[src/rtl/sbus_wake_slave.sv]
module sbus_wake_slave #(
  parameter int DW = 8
) (
  input  logic          clk,
  input  logic          rst_n,
  input  logic          sck,
  input  logic          sdi,
  output logic          sdo,
  output logic          sdo_oe,
  input  logic          rel_det,
  input  logic [DW-1:0] wdata,
  input  logic          we_shift,
  input  logic          we_addr,
  input  logic          we_cfg,
  input  logic          irq_clr,
  output logic [DW-1:0] shift_q,
  output logic          coin,
  output logic          rel_flag,
  output logic          irq
);
  localparam int CW = $clog2(DW);

  logic          sck_d, rx_bit, wake, tsel, tx;
  logic [DW-1:0] sr, sa;
  logic [CW-1:0] cnt;

  wire          rise    = sck & ~sck_d;
  wire          fall    = ~sck & sck_d;
  wire          done    = fall && (cnt == CW'(DW - 1));
  wire [DW-1:0] sr_nx   = {sr[DW-2:0], rx_bit};
  wire          hit     = (sr_nx == sa);
  wire          irq_set = (rel_det & tsel) |
                          (done & ~tsel & (~wake | (rel_flag & hit)));

  always_ff @(posedge clk) begin
    if (!rst_n) begin
      sck_d    <= 1'b0;
      rx_bit   <= 1'b0;
      sr       <= '0;
      sa       <= '0;
      cnt      <= '0;
      wake     <= 1'b0;
      tsel     <= 1'b0;
      tx       <= 1'b0;
      rel_flag <= 1'b0;
      irq      <= 1'b0;
    end else begin
      sck_d <= sck;
      if (rise) rx_bit <= sdi;
      if (we_shift)  sr <= wdata;
      else if (fall) sr <= sr_nx;
      if (we_addr) sa <= wdata;
      if (we_cfg) {tx, tsel, wake} <= wdata[2:0];
      if (rel_det)   cnt <= '0;
      else if (fall) cnt <= cnt + CW'(1);
      if (rel_det)   rel_flag <= 1'b1;
      else if (done) rel_flag <= 1'b0;
      if (irq_set)      irq <= 1'b1;
      else if (irq_clr) irq <= 1'b0;
    end
  end

  assign shift_q = sr;
  assign coin    = (sr == sa);
  assign sdo     = 1'b0;
  assign sdo_oe  = tx & ~sr[DW-1];

  p_hold_r2: assert property (@(posedge clk) disable iff (!rst_n)
    !fall && !we_shift |=> $stable(shift_q));
  p_byte_wrap_r4: assert property (@(posedge clk) disable iff (!rst_n)
    done && !rel_det |=> cnt == '0);
  p_release_sets_r5: assert property (@(posedge clk) disable iff (!rst_n)
    rel_det |=> rel_flag);
  p_first_byte_clears_r5: assert property (@(posedge clk) disable iff (!rst_n)
    rel_flag && done && !rel_det |=> !rel_flag);
  p_later_byte_quiet_r6: assert property (@(posedge clk) disable iff (!rst_n)
    done && wake && !tsel && !rel_flag && !rel_det && !irq |=> !irq);
  p_timing_release_r7: assert property (@(posedge clk) disable iff (!rst_n)
    rel_det && tsel |=> irq);
  p_irq_sticky_r9: assert property (@(posedge clk) disable iff (!rst_n)
    irq && !irq_clr |=> irq);
endmodule

[config.mk]
export PLATFORM = sky130hd
export DESIGN_NAME = sbus_wake_slave
export DESIGN_NICKNAME = d
export VERILOG_FILES = /design/src/rtl/sbus_wake_slave.sv
export SDC_FILE = /design/constraint.sdc
export NUM_CORES = 1
export LEC_CHECK = 0
export ABC_CLOCK_PERIOD_IN_PS = 2200
export BUFFER_PORTS_ARGS = -buffer_cell sky130_fd_sc_hd__buf_2
export CELL_PAD_IN_SITES_DETAIL_PLACEMENT = 1
export CELL_PAD_IN_SITES_GLOBAL_PLACEMENT = 1
export CORE_ASPECT_RATIO = 1.1
export CORE_MARGIN = 1
export CORE_UTILIZATION = 37
export CTS_CLUSTER_SIZE = 14
export DETAILED_ROUTE_END_ITERATION = 12
export PLACE_DENSITY_LB_ADDON = 0.3
export RECOVER_POWER = 25
export SETUP_SLACK_MARGIN = 0.15
export SLEW_MARGIN = 20
export SYNTH_ARGS = -nofsm -noshare
export SYNTH_HDL_FRONTEND = slang
export SYNTH_SLANG_ARGS = --single-unit
[constraint.sdc]
create_clock -name clk -period 2.2 [get_ports clk]
set_input_delay 0.44 -clock clk [delete_from_list [all_inputs] [get_ports clk]]
set_output_delay 0.44 -clock clk [all_outputs]
set_load 0.01 [all_outputs]
# After elaboration in Yosys (flattened, before gate mapping)
# Index checks and enable logic that the tools add are counted.
# totals
regBits	26
inputBits	17
elab_cells	40
# op_classes
addsub	1
n_eq_ne	3
mux	6
bitwise	15
reduce_logical	5
# ops
operator	n
$eq 8x8->1	2
$mux 8	2
$and 1x1->1	7
$not 1->1	6
$reduce_bool 2->1	3
$mux 1	4
$add 3x1->3 const B	1
$eq 3x3->1 const B	1
$or 1x1->1	2
$reduce_or 2->1	1
$logic_and 1x1->1	1

# Logic depth before layout (Yosys ltp)
# logic_depth
ltp_word	7
mapped_depth	5
mapped_depth_nobuf	5

# Worst setup path after synthesis
# No wires, ideal clock.
# synth_path
path_kind	register to output
startpoint	register sr[0] (netlist: shift_q[0])
endpoint	output port coin
arrival_time_ns	0.855
t_required_ns	1.760
path_slack_ns	0.905
path_stages_with_launch	4
path_buffers	0
path_cell_list	dfxtp_1 > xnor2_1 > nand4_1 > nor2_1
# synth_between
elab_chain_len	1
# synth_rtl
item	line	text
start, declared	24	logic [DW-1:0] sr, sa;
start signal, assigned	50	if (we_shift) sr <= wdata;
start signal, assigned	51	else if (fall) sr <= sr_nx;
$eq 8x8->1	64	assign coin = (sr == sa);
end, declared	17	output logic coin,
# Every way passes these cells.

# Final worst setup path
# layout_path
startpoint	register sr[2] (netlist: shift_q[2])
endpoint	output port coin
# The elaborated chain is that of the path after synthesis.

==> run summary <==
area of the multi-input gates: 725.7 µm²
Max IR drop VDD: 266.6 µV
Max Clk Rate: 549.0 MHz
CTS tree: done
warnings from Yosys: 0
global route hottest layer: met2
Unique masters post-synth: 27
Vias: 975
critical-path cell list: xnor2_1 -> nand4_1 -> nor2_1 -> buf_2
P_sw: 245.7 µW
worst hold-check path type: in2reg
CP max FO: 5
initial antenna violation count: 0
Ports: 30
layout cells sized above 1: 20.13%
Placement Rows: 22
Fin Clk Skew: 0.006812 ns
Register Area: 520.5 µm²
final instance area: 1485 µm²
Synth top area share: 39.51%
Worst-Skew Late Latency: 0.33 ns
most common cell after layout, fill and taps aside: buf_2
number of diodes: 0
Core ar.: 3358 µm²
slowest CP cell: dfxtp_1
Slew @ Worst Pin: 0.8399 ns
GRT Resource Usage Total: 16.97%
Max Cap Viol: 0
RSZ-0062 raised after global routing: false
met2 Track Usage GR: 30.68%
GR Overflow Total: 0
worst hold slack: 0.3606 ns
H-Tree Depth: 1
CTS max path bufs: 2
Comb power frac: 16.7%
Root Driver: clkbuf_4
Sw Ratio: 26.62%
Slew headroom: 44.01%
commonest non-fill, non-tap cells in the layout: buf_2 (27), dfxtp_1 (26), mux2i_1 (22)
placed cell count: 203
met1 Usage GRT: 19.21%
kind of critical path: reg2out
Die ar.: 3804 µm²
fin util: 44.22%
Post-CTS Resized: 0
hold-fix buffers at CTS: 0
area leader, netlist: dfxtp_1
delay of the slowest critical-path stage: 0.47 ns
largest net degree at the start of global routing: 26
min Tclk post-route: 1.822 ns
register area share after synthesis: 39.51%
kind of end point of the critical path: output port
post-synth net total: 152
CP arrival: 1.38 ns
Pint: 677.2 µW
dpl ws: 0.7548 ns
Clock Power Share: 26.3%
drc violations: 0
clock-pin slew on the worst setup and hold paths: 0.14 ns
global-route wire length before repair: 4767 µm
clock sink total: 26
DP Area: 1450 µm²
number of cells in the finished layout apart from fillers: 207
final worst slack: 0.3784 ns
Gate Count Post-Synth: 133
NumNets Final: 179
Syn Area/Cell: 9.906 µm²
synth top area cells: dfxtp_1 (40%), mux2i_1 (17%), xnor2_1 (11%)
Die W: 58.90 µm
status: complete, no violations
wire per inst: 14.12 µm
Tot Pwr: 922.8 µW
total CTS buffers: 3
P&R area growth vs syn: 12.73%
vias in the first global route: 1010
GPL Wtd Cong: 0.7002
final period utilization: 82.80%
hpwl dp: 2259 µm
Lkg Pwr: 0.6789 nW
final setup violation count: 0
First-pass DRT Iterations: 2
drt first-iter violations: 35
PortBufs: 28
ANT nets after route: 0
final WL: 2923 µm
post-CTS setup buffers: 0
met3 GRT Util: 2.595%
register bit total from synthesis: 26
vias per std cell: 4.710
Sequential Power Share: 57.0%
Mapped Area: 1318 µm²
setup TNS: 0 ns
Die H: 64.59 µm
fillers: 415
Slew Limit Fails: 0
critical path launch point type: flip-flop
pwr dens: 621.4 nW/µm²
endpoints failing hold: 0
Initial Util: 39.23%
Critical Path RT: 1.76 ns
## layout make-up
class / count / share of cell area (%)
flip-flops and latches: 26 / 35.05
repair buffers: 28 / 9.351
multi-input cells: 100 / 48.86
clock buffers: 4 / 2.443
inverters: 1 / 0.2527
well taps: 48 / 4.044
## worst max-delay path: cells and delay by family (launching register included)
family / cells / cell delay, ns
AND/OR/NAND/NOR: 2 / 0.28
buffers and inverters: 1 / 0.14
XOR/XNOR: 1 / 0.16
flip-flops: 1 / 0.47
## flip-flops by register name, summed over array words and instances (netlist names)
name,flops
wake,1
sck_d,1
rel_flag,1
rx_bit,1
shift_q,8
sa,8
tsel,1
tx,1
cnt,3
irq,1
## cells by family after synthesis
group,count (synthesis),share of synthesized area (%)
simple gates,46,19.85
xor+xnor,17,11.30
mux,22,16.71
other cells,1,0.2846
buf+inv,7,5.412
compound gates,12,5.033
flops,26,39.51
fa+ha+maj,2,1.899
## cells in the mapped netlist (all sizes together)
cell    instances
mux2i          22
nor2            4
conb            1
nand2          10
o21ai           9
clkbuf          2
inv             1
xnor2          16
buf             3
dfxtp          26
nand3b          1
bufbuf          1
nand3           1
nor2b          15
a22o            1
nand4           3
nand2b          2
ha              2
nor3b           1
a21oi           1
xor2            1
and2            9
o31ai           1
## routing by layer
layer / vias up / wire [µm] / part of all wire (%)
met5: - / 0 / 0
met4: 0 / 44 / 1.5
met3: 4 / 83 / 2.8
met2: 17 / 1521 / 52
met1: 459 / 1273 / 44
li1: 495 / - / -
## path summary, 6_finish.rpt
| path | from | endpoint | slack, ns | cells past startpoint |
|---|---|---|---|---|
| min | sck | sck_d | 0.36 | 2 |
| max | shift_q[2] | coin | 0.38 | 4 |
| max reg2reg | shift_q[4] | irq | 0.98 | 4 |
| min reg2reg | wake | irq | 0.53 | 2 |
## power by group through the flow
stage	clock network (mW)	logic (mW)	registers, mW
floorplan	0	0.109	0.534
global placement	0	0.149	0.535
detailed placement	0	0.157	0.537
CTS	0.258	0.157	0.526
global route	0.276	0.171	0.530
finish	0.243	0.154	0.526
No activity file was read; power rests on OpenSTA's default activity.
